`src/rtl/irq_pkg.sv`:
```
package irq_pkg;
  typedef enum logic [1:0] {
    SEL_FLAG = 2'd0,
    SEL_ENA  = 2'd1,
    SEL_KIND = 2'd2,
    SEL_NONE = 2'd3
  } reg_sel_e;
endpackage

```
`src/rtl/irq_src_bank.sv`:
```
module irq_src_bank #(
  parameter int N_SRC = 16
) (
  input  logic             clk,
  input  logic             rst_n,
  input  logic [N_SRC-1:0] src_i,
  input  logic             wr_en,
  input  logic [1:0]       wr_sel,
  input  logic [N_SRC-1:0] wdata,
  input  logic [N_SRC-1:0] ack_clr,
  output logic [N_SRC-1:0] flag_q,
  output logic [N_SRC-1:0] ena_q,
  output logic [N_SRC-1:0] kind_q,
  output logic [N_SRC-1:0] pend
);
  import irq_pkg::*;

  logic wr_flag, wr_ena, wr_kind;
  assign wr_flag = wr_en && (reg_sel_e'(wr_sel) == SEL_FLAG);
  assign wr_ena  = wr_en && (reg_sel_e'(wr_sel) == SEL_ENA);
  assign wr_kind = wr_en && (reg_sel_e'(wr_sel) == SEL_KIND);

  always_ff @(posedge clk or negedge rst_n) begin
    if (!rst_n) begin
      ena_q  <= '0;
      kind_q <= '0;
    end else begin
      if (wr_ena)  ena_q  <= wdata;
      if (wr_kind) kind_q <= wdata;
    end
  end

  for (genvar i = 0; i < N_SRC; i++) begin : g_src
    always_ff @(posedge clk or negedge rst_n) begin
      if (!rst_n)
        flag_q[i] <= 1'b0;
      else if (!kind_q[i])
        flag_q[i] <= 1'b0;
      else if (src_i[i])
        flag_q[i] <= 1'b1;
      else if ((wr_flag && wdata[i]) || ack_clr[i])
        flag_q[i] <= 1'b0;
    end
    assign pend[i] = ena_q[i] && (kind_q[i] ? flag_q[i] : src_i[i]);
  end
endmodule

```
`src/rtl/irq_prio_enc.sv`:
```
module irq_prio_enc #(
  parameter int N_SRC = 16,
  localparam int IDX_W = $clog2(N_SRC)
) (
  input  logic [N_SRC-1:0] pend,
  output logic             any,
  output logic [IDX_W-1:0] idx
);
  always_comb begin
    any = |pend;
    idx = '0;
    for (int i = N_SRC - 1; i >= 0; i--) begin
      if (pend[i]) idx = IDX_W'(i);
    end
  end
endmodule

```
`src/rtl/irq_gate.sv`:
```
module irq_gate #(
  parameter int IDX_W = 4
) (
  input  logic             clk,
  input  logic             rst_n,
  input  logic             instr_done,
  input  logic             irq_ack,
  input  logic             reti,
  input  logic             gie_set,
  input  logic             gie_clr,
  input  logic             any,
  input  logic [IDX_W-1:0] idx,
  output logic             req_q,
  output logic [IDX_W-1:0] vec_q,
  output logic             gie_q,
  output logic             ack_fire
);
  logic hold_q;
  logic take;

  assign take = instr_done && gie_q && !gie_clr && !hold_q && !reti && !req_q && any;
  assign ack_fire = irq_ack && req_q;

  always_ff @(posedge clk or negedge rst_n) begin
    if (!rst_n) begin
      gie_q  <= 1'b0;
      hold_q <= 1'b0;
      req_q  <= 1'b0;
      vec_q  <= '0;
    end else begin
      if (gie_clr || take)      gie_q <= 1'b0;
      else if (gie_set || reti) gie_q <= 1'b1;

      if (reti)            hold_q <= 1'b1;
      else if (instr_done) hold_q <= 1'b0;

      if (take) begin
        req_q <= 1'b1;
        vec_q <= idx;
      end else if (ack_fire) begin
        req_q <= 1'b0;
      end
    end
  end
endmodule

```
`src/rtl/vec_irq_ctrl.sv`:
```
module vec_irq_ctrl #(
  parameter int N_SRC = 16,
  localparam int IDX_W = $clog2(N_SRC)
) (
  input  logic             clk,
  input  logic             rst_n,
  input  logic [N_SRC-1:0] src_i,
  input  logic             reg_wr_en,
  input  logic [1:0]       reg_sel,
  input  logic [N_SRC-1:0] reg_wdata,
  output logic [N_SRC-1:0] reg_rdata,
  input  logic             instr_done,
  input  logic             irq_ack,
  input  logic             reti,
  input  logic             gie_set,
  input  logic             gie_clr,
  output logic             irq_req,
  output logic [IDX_W-1:0] irq_vec,
  output logic             gie
);
  import irq_pkg::*;

  logic [N_SRC-1:0] flag_q, ena_q, kind_q, pend, ack_clr;
  logic             any, ack_fire;
  logic [IDX_W-1:0] win_idx;

  irq_src_bank #(.N_SRC(N_SRC)) u_bank (
    .clk(clk), .rst_n(rst_n), .src_i(src_i),
    .wr_en(reg_wr_en), .wr_sel(reg_sel), .wdata(reg_wdata),
    .ack_clr(ack_clr), .flag_q(flag_q), .ena_q(ena_q),
    .kind_q(kind_q), .pend(pend)
  );

  irq_prio_enc #(.N_SRC(N_SRC)) u_enc (
    .pend(pend), .any(any), .idx(win_idx)
  );

  irq_gate #(.IDX_W(IDX_W)) u_gate (
    .clk(clk), .rst_n(rst_n), .instr_done(instr_done),
    .irq_ack(irq_ack), .reti(reti), .gie_set(gie_set),
    .gie_clr(gie_clr), .any(any), .idx(win_idx),
    .req_q(irq_req), .vec_q(irq_vec), .gie_q(gie), .ack_fire(ack_fire)
  );

  for (genvar i = 0; i < N_SRC; i++) begin : g_clr
    assign ack_clr[i] = ack_fire && (irq_vec == IDX_W'(i));
  end

  always_comb begin
    unique case (reg_sel_e'(reg_sel))
      SEL_FLAG: reg_rdata = flag_q;
      SEL_ENA:  reg_rdata = ena_q;
      SEL_KIND: reg_rdata = kind_q;
      default:  reg_rdata = '0;
    endcase
  end
endmodule

```
`config.mk`:
```
export PLATFORM = sky130hd
export DESIGN_NAME = vec_irq_ctrl
export DESIGN_NICKNAME = d
export VERILOG_FILES = /design/src/rtl/irq_pkg.sv /design/src/rtl/irq_src_bank.sv /design/src/rtl/irq_prio_enc.sv /design/src/rtl/irq_gate.sv /design/src/rtl/vec_irq_ctrl.sv
export SDC_FILE = /design/constraint.sdc
export NUM_CORES = 1
export LEC_CHECK = 0
export BUFFER_PORTS_ARGS = -buffer_cell sky130_fd_sc_hd__clkbuf_2
export CAP_MARGIN = 25
export CORE_MARGIN = 10
export CORE_UTILIZATION = 50
export CTS_CLUSTER_DIAMETER = 80
export CTS_CLUSTER_SIZE = 24
export DETAILED_ROUTE_END_ITERATION = 7
export PLACE_DENSITY = 0.7
export SYNTH_ARGS = -nofsm -noshare
export SYNTH_HDL_FRONTEND = slang
export SYNTH_SLANG_ARGS = --single-unit
```
`constraint.sdc`:
```
create_clock -name clk -period 2 [get_ports clk]
set_input_delay 0.4 -clock clk [delete_from_list [all_inputs] [get_ports clk]]
set_output_delay 0.4 -clock clk [all_outputs]
set_load 0.02 [all_outputs]
```
==> out/qor.csv, run 1 <==
metric;value;unit
combPwrFrac;33.1;%
drive_gt1_share;37.89;%
area_growth;24.77;%
synthTopCellsByArea;dfrtp_1 (45%), mux2_2 (14%), mux2i_1 (7.9%);
grt_usage;17.07;%
max_cap_violations;0;
antenna_left;0;
synth_area_leader_cell;dfrtp_1;
port_buffers;63;
min_path_type;primary input to asynchronous set/reset pin;
dr.pass1.iters;4;
peakVddDrop;464.5;uV
clk_pin_slew;0.09;ns
endpoint_kind;flop;
rsz0062_at_grt;yes;
die_w;98.17;um
crit_start;u_bank.kind_q[8];
final_util;64.39;%
yosys_register_bits;55;
clk_latency;0.32;ns
crit_fanout;5;
start_util;51.61;%
gp_congestion;0.8985;
fmax;521.7;MHz
period_needed;1.917;ns
setup_viol;0;
cp-start-kind;flop;
syn_avg_cell_area;10.12;um^2
p_int;2404;uW
ys_seq_area_share;45.05;%
syn_inst;302;
r2r_setup_slack;0.08;ns
power_frac_seq;43.2;%
synth_area;3055;um^2
clkPwrFrac;23.7;%
skew;0.01060;ns
report.final.slew_viol_count;0;
grt_antenna_before_repair;0;
hold_buffers;0;
gr-total-overflow;0;
drt-initial-drc-count;136;
whs;0.06564;ns
grt_pass1_vias;2721;
hold_viol;0;
synth_top_area_share;45.05;%
coreArea;5921;um^2
finalWirelength;8347;um
viasPerCell;5.544;
avgRoutedWirePerCell;18.03;um
p_leak;0.001790;uW
reg2regPathDepth;6;
stdcell_count;463;
drc;0;
critical_path_arrival;2.12;ns
chipHeight;98.17;um
cts_tree;done;
vias;2567;
clockRootBuffer;clkbuf_8;
mostFrequentLayoutCell;clkbuf_2;
grt_first_pass_wirelength;13500;um
dieArea;9637;um^2
final_cell_mix;clkbuf_2 (63), dfrtp_1 (55), nand2_1 (52);
fillCellCount;512;
clock-sinks;55;
clock_path_buffers;2;
dp.cells;450;
p_sw;1255;uW
criticalPathCategory;flop to flop;
synth_cell_types;37;
worst_pin_slew;0.5109;ns
status;complete, no violations;
slew_headroom;65.87;%
io_pins;64;
setup_ws;0.08314;ns
grt_max_degree;56;
worstReg2RegStart;u_bank.kind_q[8];
cts-htree-levels;2;
fin_nets;429;
num_antenna_cells;0;
switching_share;34.30;%
place_ws;0.08135;ns
crit_required;2.21;ns
powerDensity;959.8;nW/um^2
power;3659;uW
std_cell_rows;28;
numCtsBuffers;5;
synth_warnings;0;
fin_crit_sh;95.84;%
synth.net_count;344;
r2r-end;u_gate.vec_q[0];
hpwl;6199;um
-- per-stage QoR --
step                TNS [ns]  cell area [um^2]
floorplan                  0              3055
global placement           0              3606
detailed placement         0              3606
CTS                        0              3739
global route        -0.01954              3812
finish                     0              3812
-- power groups by stage --
stage / registers (uW) / clock network, uW / logic [uW]
finish: 1580 / 869 / 1210
global route: 1610 / 931 / 1330
CTS: 1570 / 877 / 1150
detailed placement: 1590 / 0 / 1140
global placement: 1580 / 0 / 1120
floorplan: 1570 / 0 / 733
-- synthesized netlist by cell type, drive strengths merged --
master	instances
nand4	1
inv	12
a211oi	2
a31o	1
dfrtp	55
a21o	1
nand3	5
nor2	7
a2bb2oi	5
nand2	52
mux2	40
or2	2
o21a	13
a31oi	6
buf	4
a22oi	2
clkbuf	5
o211ai	2
o31ai	2
a21oi	16
mux2i	24
nor3	7
a311oi	1
o21ai	21
and2b	1
nor3b	1
nand3b	3
o2bb2ai	2
o22a	1
nor2b	7
nand2b	1
-- layout make-up --
class	instances	area (um^2)	area share (%)
Clock buffer	6	72.57	1.904
Clock inverter	2	60.06	1.575
Inverter	12	45.04	1.181
Multi-Input combinational cell	226	1632	42.80
Sequential cell	55	1376	36.10
Tap cell	75	93.84	2.461
Timing Repair Buffer	87	533.0	13.98
-- worst max-delay path: stages, from the launching register on --
cell	delay (ns)
dfrtp_1	0.39
mux2_2	0.38
a2bb2oi_2	0.18
nand4_1	0.20
o31ai_4	0.39
inv_2	0.07
o22a_1	0.20
-- per-layer routing --
metal  GRT usage [%]  share of wire (%)  routed length [um]
met2           28.53                 49                4059
met4           5.072                1.2                 103
met5               0                  0                   0
met1           21.19                 45                3739
met3           4.299                5.3                 446
-- worst max path at each step --
stage / to / slack [ns] / depth (start not counted)
after floorplan: reg_rdata[10] / 0.11 / 4
after global placement: u_gate.vec_q[0] / 0.12 / 7
after detailed placement: u_gate.vec_q[0] / 0.08 / 7
after CTS: u_gate.vec_q[0] / 0.06 / 6
after global routing: u_gate.vec_q[0] / -0.02 / 6
final: u_gate.vec_q[0] / 0.08 / 6
-- cells by family after synthesis --
kind of cell / after synthesis / synth area share (%)
AOI/OAI and AO/OA: 75 / 16.42
DFF: 55 / 45.05
and+or+nand+nor: 87 / 12.94
buffers and inverters: 21 / 2.744
muxes: 64 / 22.85
-- state kept, by name, summed over array words and instances (netlist names) --
register / count
u_gate.hold_q: 1
u_gate.gie_q: 1
u_bank.flag_q: 16
u_bank.kind_q: 16
u_bank.ena_q: 16
u_gate.vec_q: 4
u_gate.req_q: 1
-- repair_timing --
action	4_1_cts	5_1_grt
endpoints found under the hold margin	0	0
setup endpoints to repair	0	3
setup buffers	0	5
gates resized for setup	0	7
Note: power is estimated with default switching activity, not from simulation.
==> inputs of run 2 (changes only) <==
--- a/config.mk
+++ b/config.mk
@@ -5,6 +5,7 @@
 export SDC_FILE = /design/constraint.sdc
 export NUM_CORES = 1
 export LEC_CHECK = 0
+export ABC_AREA = 1
 export BUFFER_PORTS_ARGS = -buffer_cell sky130_fd_sc_hd__clkbuf_2
 export CAP_MARGIN = 25
 export CORE_MARGIN = 10
==> out/qor.csv, run 2 <==
metric;value;unit
status;complete, no violations;
grt_antenna_before_repair;0;
max_cap_violations;0;
synth.most_common_cell;nand2_1;
port_buffers;63;
setup_viol;0;
crit_buf_inv;5;
yosys_register_bits;55;
powerDensity;866.6;nW/um^2
async_flop_share;100.0;%
numCtsBuffers;5;
p_leak;0.001866;uW
skew;0.009846;ns
reg2regPathDepth;9;
criticalPathCategory;primary input to output port;
final_cell_mix;nand2_1 (132), clkbuf_2 (63), inv_1 (60);
final_util;60.54;%
area_growth;18.75;%
cp-start-kind;primary input;
hold_buffers;0;
std_cell_rows;28;
viasPerCell;5.168;
synth_top_area_share;46.14;%
grt_usage;16.82;%
drt-initial-drc-count;134;
clk_latency;0.32;ns
period_needed;1.723;ns
ys_seq_area_share;46.14;%
synth_cell_types;27;
num_antenna_cells;0;
fmax;580.5;MHz
clock-sinks;55;
power;3069;uW
dr.pass1.iters;4;
cts-htree-levels;2;
synth_area;2983;um^2
peakVddDrop;480.5;uV
cp_cell_sequence;clkbuf_2 > inv_1 > nand2_1 > inv_1 > buf_4 > nand2_1 > o211ai_1 > clkbuf_2;
min_path_type;primary input to asynchronous set/reset pin;
drc;0;
hold_viol;0;
antenna_left;0;
crit_fanout;15;
gr-total-overflow;0;
grt_first_pass_wirelength;13390;um
post-cts-setup-buffer-count;0;
vias;2822;
syn_inst;402;
endpoint_kind;output port;
grt_max_degree;56;
clock_path_buffers;2;
critical_path_arrival;1.32;ns
synth_area_leader_cell;dfrtp_1;
cts_resized;0;
synth_top_cells_by_count;nand2_1 (132), inv_1 (60), dfrtp_1 (55);
critPathSlowestCell;buf_4;
path_depth;8;
max_stage_delay;0.23;ns
whs;0.06807;ns
clk_pin_slew;0.09;ns
synth.net_count;444;
start_util;50.98;%
reg_top3;u_bank.ena_q x16, u_bank.flag_q x16, u_bank.kind_q x16;
syn_avg_cell_area;7.420;um^2
setup_tns;0;ns
finalWirelength;8009;um
crit_required;1.60;ns
mostFrequentLayoutCell;nand2_1;
synthTopCellsByArea;dfrtp_1 (46%), nand2_1 (17%), inv_1 (7.6%);
drive_gt1_share;19.32;%
avgRoutedWirePerCell;14.67;um
fin_nets;512;
grt_pass1_vias;2818;
slew_headroom;64.24;%
io_pins;64;
die_w;97.24;um
cts_tree;done;
synth_warnings;0;
fillCellCount;589;
synth-edff-count;0;
ys.flop_type;dfrtp_1;
rsz0062_at_grt;no;
worst_pin_slew;0.5323;ns
gp_congestion;0.8886;
report.final.slew_viol_count;0;
chipHeight;97.24;um
clockRootBuffer;clkbuf_8;
crit_family;buffers and inverters;
coreArea;5851;um^2
hpwl;6022;um
fin_crit_sh;86.13;%
dieArea;9456;um^2
[run 2: cell types whose count changed after synthesis, moves of 7 or more]
cell	delta
nor2_1	+29
o21a_1	-13
inv_1	+49
a21oi_1	-15
mux2i_1	-24
nand2_1	+80
o211ai_1	+12
o32ai_1	+13
nor2b_1	-7
o21ai_0	+21
mux2_2	-38
[run 2: cells by family (layout without fill, tap and decap cells)]
family          after synthesis  after routing  synth area share, %
compound gates               87             87                19.25
buf+inv                      72            141                9.144
flops                        55             55                46.14
simple gates                188            188                25.46
[run 2: per-layer routing]
layer / vias up / GRT usage [%] / routed length [um]
met3: 7 / 4.267 / 491
li1: 1431 / - / -
met2: 75 / 28.14 / 3871
met1: 1309 / 20.67 / 3567
met4: 0 / 5.257 / 79
met5: - / 0 / 0
[run 2: metrics by stage]
step                      worst slack, ns  cells  area, um^2
after global routing               0.1816    546        3542
after CTS                          0.2806    546        3542
after floorplan                    0.3137    402        2983
after detailed placement           0.2851    538        3438
final                              0.2774    546        3542
after global placement             0.3144    538        3438
[run 2: final cells by class]
| class | count | area [um^2] | area share [%] |
|---|---|---|---|
| flip-flops and latches | 55 | 1376 | 38.86 |
| multi-input cells | 275 | 1334 | 37.65 |
| repair buffers | 71 | 400.4 | 11.30 |
| inverters | 62 | 234.0 | 6.605 |
| clock buffers | 7 | 96.34 | 2.720 |
| well taps | 75 | 93.84 | 2.649 |
| clock inverters | 1 | 7.507 | 0.2119 |
[run 2: final timing paths]
path / to / slack, ns / from
max: reg_rdata[13] / 0.28 / reg_sel[1]
min: u_bank.flag_q[13] / 0.07 / rst_n
max reg2reg: u_gate.vec_q[0] / 0.34 / u_gate.hold_q
min reg2reg: u_bank.ena_q[10] / 0.52 / u_bank.ena_q[10]
max in group asynchronous: u_gate.req_q / 1.68 / rst_n
min in group clk: u_gate.gie_q / 0.25 / gie_clr
[run 2: worst reg2reg max path: stages (launching register included)]
cell and delay (ns):
dfrtp_1 0.38, inv_1 0.07, nand4_1 0.09, nor3_1 0.43
nand2_1 0.20, nand2_4 0.16, clkinv_2 0.08, nor2_1 0.10
nand2_1 0.06, nand2_1 0.05
[run 2: power by group]
part,leakage (uW),total (uW),switching [uW],internal (uW)
Combinational,0.00112,894,579,315
Sequential,0.000691,1490,181,1310
Clock,0.0000505,688,372,316
==> inputs of run 3 (changes only) <==
--- a/config.mk
+++ b/config.mk
@@ -13,7 +13,8 @@
 export CTS_CLUSTER_DIAMETER = 80
 export CTS_CLUSTER_SIZE = 24
 export DETAILED_ROUTE_END_ITERATION = 7
-export PLACE_DENSITY = 0.7
+export PLACE_DENSITY = 0.69
 export SYNTH_ARGS = -nofsm -noshare
 export SYNTH_HDL_FRONTEND = slang
+export SYNTH_HIERARCHICAL = 1
 export SYNTH_SLANG_ARGS = --single-unit
==> out/qor.csv, run 3 <==
metric;value;unit
setup_tns;0;ns
mostFrequentLayoutCell;nand2_1;
crit_fanout;6;
synth_top_cells_by_count;nand2_1 (152), nand3_1 (78), dfrtp_1 (55);
num_antenna_cells;0;
slew_headroom;65.24;%
post-cts-setup-buffer-count;0;
dr.pass1.iters;5;
synthTopCellsByArea;dfrtp_1 (39%), nand2_1 (16%), nand3_1 (11%);
criticalPathCategory;flop to flop;
port_buffers;63;
avgRoutedWirePerCell;14.43;um
grt_first_pass_wirelength;15530;um
crit_required;2.21;ns
clk_pin_slew;0.10;ns
min_path_type;primary input to asynchronous set/reset pin;
grt_max_degree;56;
viasPerCell;5.100;
endpoint_kind;flop;
period_needed;1.820;ns
wl_met2;4290;um
ys_seq_area_share;39.20;%
r2r-end;u_gate/gie_q;
std_cell_rows;30;
grt_antenna_before_repair;0;
synth-edff-count;0;
skew;0.006149;ns
stdcell_area;3991;um^2
drt-initial-drc-count;189;
synth_area_leader_cell;dfrtp_1;
syn_avg_cell_area;7.360;um^2
peakVddDrop;345.1;uV
synth.most_common_cell;nand2_1;
syn_inst;477;
clockRootBuffer;clkbuf_8;
fmax;549.5;MHz
cts_tree;done;
synth_cell_types;26;
dpl_cell_area;3887;um^2
gp_congestion;0.8925;
worstReg2RegStart;u_bank/kind_q[5];
powerDensity;790.7;nW/um^2
fillCellCount;641;
cp-start-kind;flop;
numCtsBuffers;5;
drc;0;
cts-htree-levels;2;
max_cap_violations;0;
grt_pass1_vias;3216;
area_growth;13.69;%
gr-total-overflow;0;
drive_gt1_share;26.70;%
async_flop_share;100.0;%
synth_top_area_share;39.20;%
reg2regPathDepth;11;
ys.flop_type;dfrtp_1;
final_cell_mix;nand2_1 (152), nand3_1 (78), clkbuf_2 (63);
dieArea;10770;um^2
chipHeight;103.8;um
finalWirelength;9219;um
clk_latency;0.31;ns
whs;0.07211;ns
hold_buffers;0;
wl_met1;4209;um
vias;3259;
highest_layer;met4;
clock-sinks;55;
synth_area;3511;um^2
worst_pin_slew;0.5214;ns
hold_viol;0;
start_util;51.68;%
rsz0062_at_grt;no;
antenna_left;0;
yosys_register_bits;55;
critical_path_arrival;2.03;ns
synth_warnings;6;
power;3156;uW
hpwl;6888;um
report.final.slew_viol_count;0;
reg_top3;u_bank/ena_q x16, u_bank/flag_q x16, u_bank/kind_q x16;
io_pins;64;
status;complete, no violations;
fin_crit_sh;90.99;%
p_leak;0.002112;uW
grt_usage;17.11;%
synth.net_count;519;
r2r_setup_slack;0.18;ns
coreArea;6794;um^2
met3_length;606;um
clock_path_buffers;2;
setup_viol;0;
fin_nets;584;
die_w;103.8;um
[run 3: changes by cell type after synthesis, sizes merged, moves of 14 or more]
| cell | before | now |
|---|---|---|
| nand3 | 6 | 80 |
| nand2 | 138 | 163 |
| a21boi | 0 | 16 |
| o211ai | 14 | 0 |
[run 3: logic make-up after synthesis]
group                  share of synthesized area, %
and+or+nand+nor                               37.28
buffers and inverters                         11.15
DFF                                           39.20
AOI/OAI and AO/OA                             12.37
[run 3: area by class of cell]
type / count / area [um^2] / area share (%)
inverters: 60 / 225.2 / 5.643
well taps: 96 / 120.1 / 3.009
repair buffers: 74 / 422.9 / 10.60
clock buffers: 8 / 100.1 / 2.508
flip-flops and latches: 55 / 1376 / 34.48
multi-input cells: 346 / 1747 / 43.76
[run 3: critical path: stages (launching register included)]
cell and delay, ns:
dfrtp_1 0.44, inv_1 0.07, nand2_1 0.04, a21boi_0 0.33, nor2_1 0.12, nand3_1 0.14, nor2_1 0.06, nand2_1 0.07
nand2_2 0.06, nor2_4 0.15, nand2_4 0.08, and2_4 0.14
[run 3: what timing repair did]
item	in CTS	in global routing
gates resized for setup	0	6
endpoints found under the hold margin	0	0
setup endpoints to repair	0	3
[run 3: metal layers]
| layer | up-vias | global-route usage, % |
|---|---|---|
| met2 | 103 | 27.57 |
| met3 | 13 | 4.151 |
| li1 | 1633 | - |
| met1 | 1510 | 22.41 |
| met5 | - | 0 |
| met4 | 0 | 4.274 |
[run 3: metrics by stage]
step | setup WS, ns | cells | util (%)
final | 0.1802 | 639 | 58.75
after global routing | 0.007913 | 639 | 58.75
after CTS | 0.1578 | 639 | 58.69
after detailed placement | 0.1535 | 631 | 57.22
after global placement | 0.1736 | 631 | 57.22
after floorplan | 0.3629 | 477 | -
[run 3: worst max path at each step]
| stage | startpoint | to | slack, ns | cells after the start |
|---|---|---|---|---|
| 3_5_place_dp | src_i[13] | u_gate/vec_q[0] | 0.15 | 19 |
| 5_1_grt | u_bank/kind_q[11] | u_gate/vec_q[0] | 0.008 | 16 |
| 6_report | u_bank/kind_q[5] | u_gate/gie_q | 0.18 | 11 |
| 3_3_place_gp | src_i[15] | u_gate/req_q | 0.17 | 10 |
| 4_1_cts | u_bank/kind_q[13] | u_gate/vec_q[0] | 0.16 | 19 |
| 2_1_floorplan | u_bank/kind_q[13] | u_gate/vec_q[0] | 0.36 | 19 |
[run 3: where the power goes]
part           total [uW]  internal (uW)  leakage [uW]  switching (uW)
clock                 678            317     0.0000515             360
combinational         995            374       0.00136             621
sequential           1480           1300      0.000697             187
total                3160           1990       0.00211            1170
